### src/rtl/tsc_pkg.sv
package tsc_pkg;
    localparam int PID_W = 4;
    typedef logic [PID_W-1:0] pid_t;

    localparam pid_t PID_DATA0 = 4'b0011;
    localparam pid_t PID_DATA1 = 4'b1011;
    localparam pid_t PID_ACK   = 4'b0010;
    localparam pid_t PID_NAK   = 4'b1010;
    localparam pid_t PID_STALL = 4'b1110;

    // bit of a data PID that carries the toggle
    localparam int TOG_BIT = 3;

    typedef enum logic [1:0] {
        CLS_OTHER = 2'd0,
        CLS_DATA  = 2'd1,
        CLS_HS    = 2'd2
    } pid_cls_e;

    typedef struct packed {
        logic armed;
        logic tog;
        logic dir_in;
        logic iso;
    } ctx_t;

    typedef struct packed {
        logic valid;
        logic accept;
        logic ack;
        logic upd;
        logic tog;
    } result_t;
endpackage

### src/rtl/tsc_decide.sv
module tsc_decide
    import tsc_pkg::*;
(
    input  ctx_t    ctx,
    input  logic    pkt_end,
    input  pid_t    pkt_pid,
    input  logic    pkt_err,
    output result_t res,
    output logic    retire
);
    pid_cls_e cls;
    logic     pid_tog;

    always_comb begin
        unique case (pkt_pid)
            PID_DATA0, PID_DATA1:         cls = CLS_DATA;
            PID_ACK, PID_NAK, PID_STALL:  cls = CLS_HS;
            default:                      cls = CLS_OTHER;
        endcase
    end

    assign pid_tog = pkt_pid[TOG_BIT];

    always_comb begin
        res    = '0;
        retire = 1'b0;
        if (pkt_end && ctx.armed) begin
            if (pkt_err) begin
                retire    = 1'b1;
                res.valid = 1'b1;
            end else if (ctx.dir_in && cls == CLS_DATA) begin
                retire    = 1'b1;
                res.valid = 1'b1;
                if (ctx.iso) begin
                    res.accept = 1'b1;
                end else begin
                    res.ack = 1'b1;
                    if (pid_tog == ctx.tog) begin
                        res.accept = 1'b1;
                        res.upd    = 1'b1;
                        res.tog    = ~ctx.tog;
                    end
                end
            end else if (!ctx.dir_in && cls == CLS_HS) begin
                retire    = 1'b1;
                res.valid = 1'b1;
                if (pkt_pid == PID_ACK && !ctx.iso) begin
                    res.upd = 1'b1;
                    res.tog = ~ctx.tog;
                end
            end
        end
    end
endmodule

### config.mk
export PLATFORM = sky130hd
export DESIGN_NAME = tsc_decide
export DESIGN_NICKNAME = d
export VERILOG_FILES = /design/src/rtl/tsc_pkg.sv /design/src/rtl/tsc_decide.sv
export SDC_FILE = /design/constraint.sdc
export NUM_CORES = 1
export LEC_CHECK = 0
export BUFFER_PORTS_ARGS = -buffer_cell sky130_fd_sc_hd__clkbuf_2
export CORE_AREA = 2 2 39 41
export DETAILED_ROUTE_END_ITERATION = 6
export DIE_AREA = 0 0 41 43
export GPL_TIMING_DRIVEN = 0
export PLACE_DENSITY = 0.44
export SETUP_SLACK_MARGIN = 0.15
export SLEW_MARGIN = 40
export SYNTH_ARGS = -nofsm -noshare
export SYNTH_HDL_FRONTEND = slang
export SYNTH_SLANG_ARGS = --single-unit
### constraint.sdc
create_clock -name vclk -period 1.5
set_input_delay 0.15 -clock vclk [all_inputs]
set_output_delay 0.15 -clock vclk [all_outputs]
set_load 0.005 [all_outputs]
Word level (Yosys, flattened, before mapping)
Cells that the tools add are included.
{ "op_classes": {"add_sub_neg": 0, "shift": 0, "div_mod_pow": 0, "bitwise": 1, "magnitude_cmp": 0, "multipliers": 0, "eq_ne": 8, "mux": 15, "n_reduce_logical": 8} }
{ "ops": {"columns": ["cell", "count"], "rows": [
  ["4-bit == test, second input constant", 3],
  ["2-bit two-way mux", 5],
  ["4-bit by 2-bit == test with 1-bit output, second input constant", 2],
  ["1-bit two-way mux", 6],
  ["5-bit two-way mux", 1],
  ["1-bit logical AND", 4],
  ["4-bit two-way mux", 1],
  ["2-bit case mux with 2 select lines", 1],
  ["3-bit two-way mux", 1],
  ["3-bit OR reduction", 1],
  ["2-bit by 1-bit == test with 1-bit output, second input constant", 1],
  ["2-bit == test, second input constant", 1],
  ["1-bit logical NOT", 2],
  ["2-bit OR reduction", 1],
  ["1-bit == test", 1],
  ["1-bit inverter", 1]
]} }
{ "word_totals": {"elab_cells": 32, "mem_count": 0, "mem_bits_rw": 0, "mem_bits_ro": 0, "reg_bits": 0, "output_inout_bits": 6, "latchBits": 0, "input_bits": 10} }

Depth between registers and ports, before layout
{ "depth": {"ltp_word": 9, "depth_mapped": 4, "depth_no_buf": 4} }

Least setup slack after synthesis
Ideal clock, no wire load.
{ "synth_timing": {"path_kind": "input port to output port", "start": "in pkt_pid[0]", "end": "out res[0] (netlist name)", "arrival_ps": 1131, "setup_slack_ps": 219, "stages": 3, "cell_sequence": "or4b_1 or3_1 a21oi_1"} }
{ "synth_lines": {"columns": ["element", "line_no", "source"], "rows": [
  ["start: declaration", "tsc_decide.sv:6", "input pid_t pkt_pid,"],
  ["end: declaration", "tsc_decide.sv:8", "output result_t res,"]
]} }

==> flow_summary.toml <==
[status]
outcome = "finished, final reports clean"

[power]
p_leak_nw = 0.141
power_frac_seq_pct = 0
clockPowerShare_pct = 0
finalPower_mw = 0.0483
intPower_mw = 0.0273
p_sw_mw = 0.0209
vdd.ir_drop.worst_mv = 0.0555
power_switching_share_pct = 43.4
combPwrFrac_pct = 100.0
power-per-cell-area_nw_per_um2 = 175

[global_routing]
grt_pass1_wl_um = 703
met1_track_demand_over_resource_in_global_routing_pct = 7.59
grt_pass1_vias = 183
met3_track_demand_over_resource_pct = 0.524
grt_util_overall_pct = 5.29
grt_start_max_net_pins = 5
use_met2_pct = 8.75
gr-total-overflow = 0
grt_antenna_before_repair = 0
globalRoute.busiestLayer = "met2"

[layout]
final_cell_count_no_fill = 53
nNetsFinal = 50
sequential_cell_area_um2 = 0
layout-drive-gt1-share_pct = 62.2
multiInputGateArea_um2 = 129
layout_clock_buffer_count = 0
nFlopsAndLatches = 0
number_of_antenna_cells_inserted = 0
final_area_um2 = 275
finalCoreUtilization_pct = 19.9
synthToLayoutAreaGrowth_pct = 106
final.fill_count = 152

[worst_setup_path]
timing.critical_path.from_type = "input pin"
crit_required_ps = 1350
setup.worst_path.class = "in2out"
setup.worst_path.end_class = "output pin"
crit_path_max_fanout = 3
cp_data_arrival_time_ps = 1330

[job]
maxCapViolations = 0

[min_path]
worst_hold_startpoint = "pkt_err"
holdPathEnd = "res[3]"
hold-path-cell-count = 3
worst_hold_path_type = "in2out"

[floorplan]
start_util_pct = 9.67
die_w_um = 41
row_count = 14
die-height_um = 43
die_area_um2 = 1760
num_io_pins = 16
core_um2 = 1380

[sta]
finalMaxSlewViolations = 0
max_slew_margin_pct = 77.1
setup_violations = 0
setup_repair_after_global_routing_missed_its_margin = "true"
worst_tran_pin_value_ps = 343
timing.final.hold_violations = 0
worst_hold_slack_ps = 559
max_fclk_ghz = 0.676
post-route-period-util_pct = 98.6
setup_ws_ps = 20.5
setup_total_negative_slack_ps = 0
layout_min_cycle_time_ps = 1480

[detailed_routing]
wl_um = 467
via_count = 210
detail-route-antenna-nets = 0
route.detailed.wl_per_inst_um = 8.81
drtIter0Drc = 0
route.detailed.drc = 0
detail_route.vias_per_cell = 3.96
drt-pass1-iter-count = 1

[synthesis]
seq_area_frac_synth_pct = 0
post_synth_instance_area_um2 = 134
synth.net_count = 31
synthesis.area_per_instance_um2 = 6.69
yosysWarnings = 0
synth.distinct_cells = 13
post_synthesis_cell_count = 20

[placement]
placement.setup.worst_slack_ps = 2.66
port_buffers = 16
estimated_wirelength_of_the_detail_placed_design_um = 397
globalplace.congestion = 0.654
placement.cell_area_um2 = 234
dp.cells = 52

[clock_tree]
ctsHoldBuffers = 0
## synthesized netlist by cell type
library cell | n | area share, %
sky130_fd_sc_hd__a21oi_1 | 1 | 3.7
sky130_fd_sc_hd__ha_1 | 1 | 9.3
sky130_fd_sc_hd__nand2_1 | 2 | 5.6
sky130_fd_sc_hd__and4b_1 | 1 | 7.5
sky130_fd_sc_hd__or3_1 | 2 | 9.3
sky130_fd_sc_hd__or4b_1 | 1 | 7.5
sky130_fd_sc_hd__o311a_1 | 1 | 7.5
sky130_fd_sc_hd__o22a_2 | 1 | 7.5
sky130_fd_sc_hd__nand4b_1 | 1 | 6.5
sky130_fd_sc_hd__buf_4 | 1 | 5.6
sky130_fd_sc_hd__inv_1 | 4 | 11
sky130_fd_sc_hd__nor2_1 | 2 | 5.6
sky130_fd_sc_hd__a2111oi_0 | 2 | 13
## layout make-up
class	count	area share [%]
plain buffers	1	2.73
inverters	4	5.45
multi-input cells	15	46.8
well taps	16	7.27
repair buffers	17	37.7
## metal layers
layer	vias to the layer above	routed length [um]
met1	91	205
met3	0	37
met4	0	0
li1	110	-
met5	-	0
met2	9	224
## how the worst max path moves through the flow
stage / slack [ps] / cells after the start / end / from
2_1_floorplan: 220 / 3 / res[0] / pkt_pid[0]
3_3_place_gp: -20 / 5 / res[0] / pkt_pid[0]
3_5_place_dp: 3 / 5 / res[0] / pkt_pid[0]
4_1_cts: 4 / 5 / res[0] / pkt_pid[0]
5_1_grt: -20 / 5 / res[0] / pkt_pid[0]
6_report: 20 / 5 / res[0] / pkt_pid[0]
## what timing repair did
action                                  4_1_cts  5_1_grt
pin swaps                                     2        2
setup buffers                                 0        1
endpoints found under the setup margin        3        4
gates resized for setup                       1       14
## cells in the final DEF, fill, tap and decap left out
| cell | synthesis | routed |
|---|---|---|
| sky130_fd_sc_hd__or4b_4 | 0 | 1 |
| sky130_fd_sc_hd__o22a_2 | 1 | 1 |
| sky130_fd_sc_hd__o311a_1 | 1 | 1 |
| sky130_fd_sc_hd__nand4b_1 | 1 | 1 |
| sky130_fd_sc_hd__clkbuf_2 | 0 | 12 |
| sky130_fd_sc_hd__ha_1 | 1 | 1 |
| sky130_fd_sc_hd__nor2_1 | 2 | 1 |
| sky130_fd_sc_hd__buf_6 | 0 | 1 |
| sky130_fd_sc_hd__buf_8 | 0 | 1 |
| sky130_fd_sc_hd__nor2_2 | 0 | 1 |
| sky130_fd_sc_hd__a2111oi_2 | 0 | 1 |
| sky130_fd_sc_hd__a21oi_2 | 0 | 1 |
| sky130_fd_sc_hd__or3_1 | 2 | 2 |
| sky130_fd_sc_hd__nand2_1 | 2 | 2 |
| sky130_fd_sc_hd__inv_1 | 4 | 4 |
| sky130_fd_sc_hd__and4b_1 | 1 | 1 |
| sky130_fd_sc_hd__buf_2 | 0 | 2 |
| sky130_fd_sc_hd__a2111oi_1 | 0 | 1 |
| sky130_fd_sc_hd__buf_4 | 1 | 2 |
## critical path: stages
cell	delay [ps]
sky130_fd_sc_hd__buf_8	100
sky130_fd_sc_hd__or4b_4	520
sky130_fd_sc_hd__or3_1	330
sky130_fd_sc_hd__a21oi_2	110
sky130_fd_sc_hd__buf_2	120
## power by group through the flow
| stage | clock (mW) | combinational [mW] | sequential, mW |
|---|---|---|---|
| after floorplan | 0 | 0.0148 | 0 |
| after global placement | 0 | 0.0370 | 0 |
| after detailed placement | 0 | 0.0376 | 0 |
| after CTS | 0 | 0.0383 | 0 |
| after global routing | 0 | 0.0543 | 0 |
| final | 0 | 0.0483 | 0 |
## kinds of logic (layout without fill, tap and decap cells)
logic type               after synthesis  after routing  synth area share [%]
adder cells (fa/ha/maj)                1              1                  9.34
AND/OR/NAND/NOR                        9              9                  42.1
buffers and inverters                  5             22                  16.8
AO/OA/AOI/OAI                          5              5                  31.8
(Power assumes the default switching activity.)
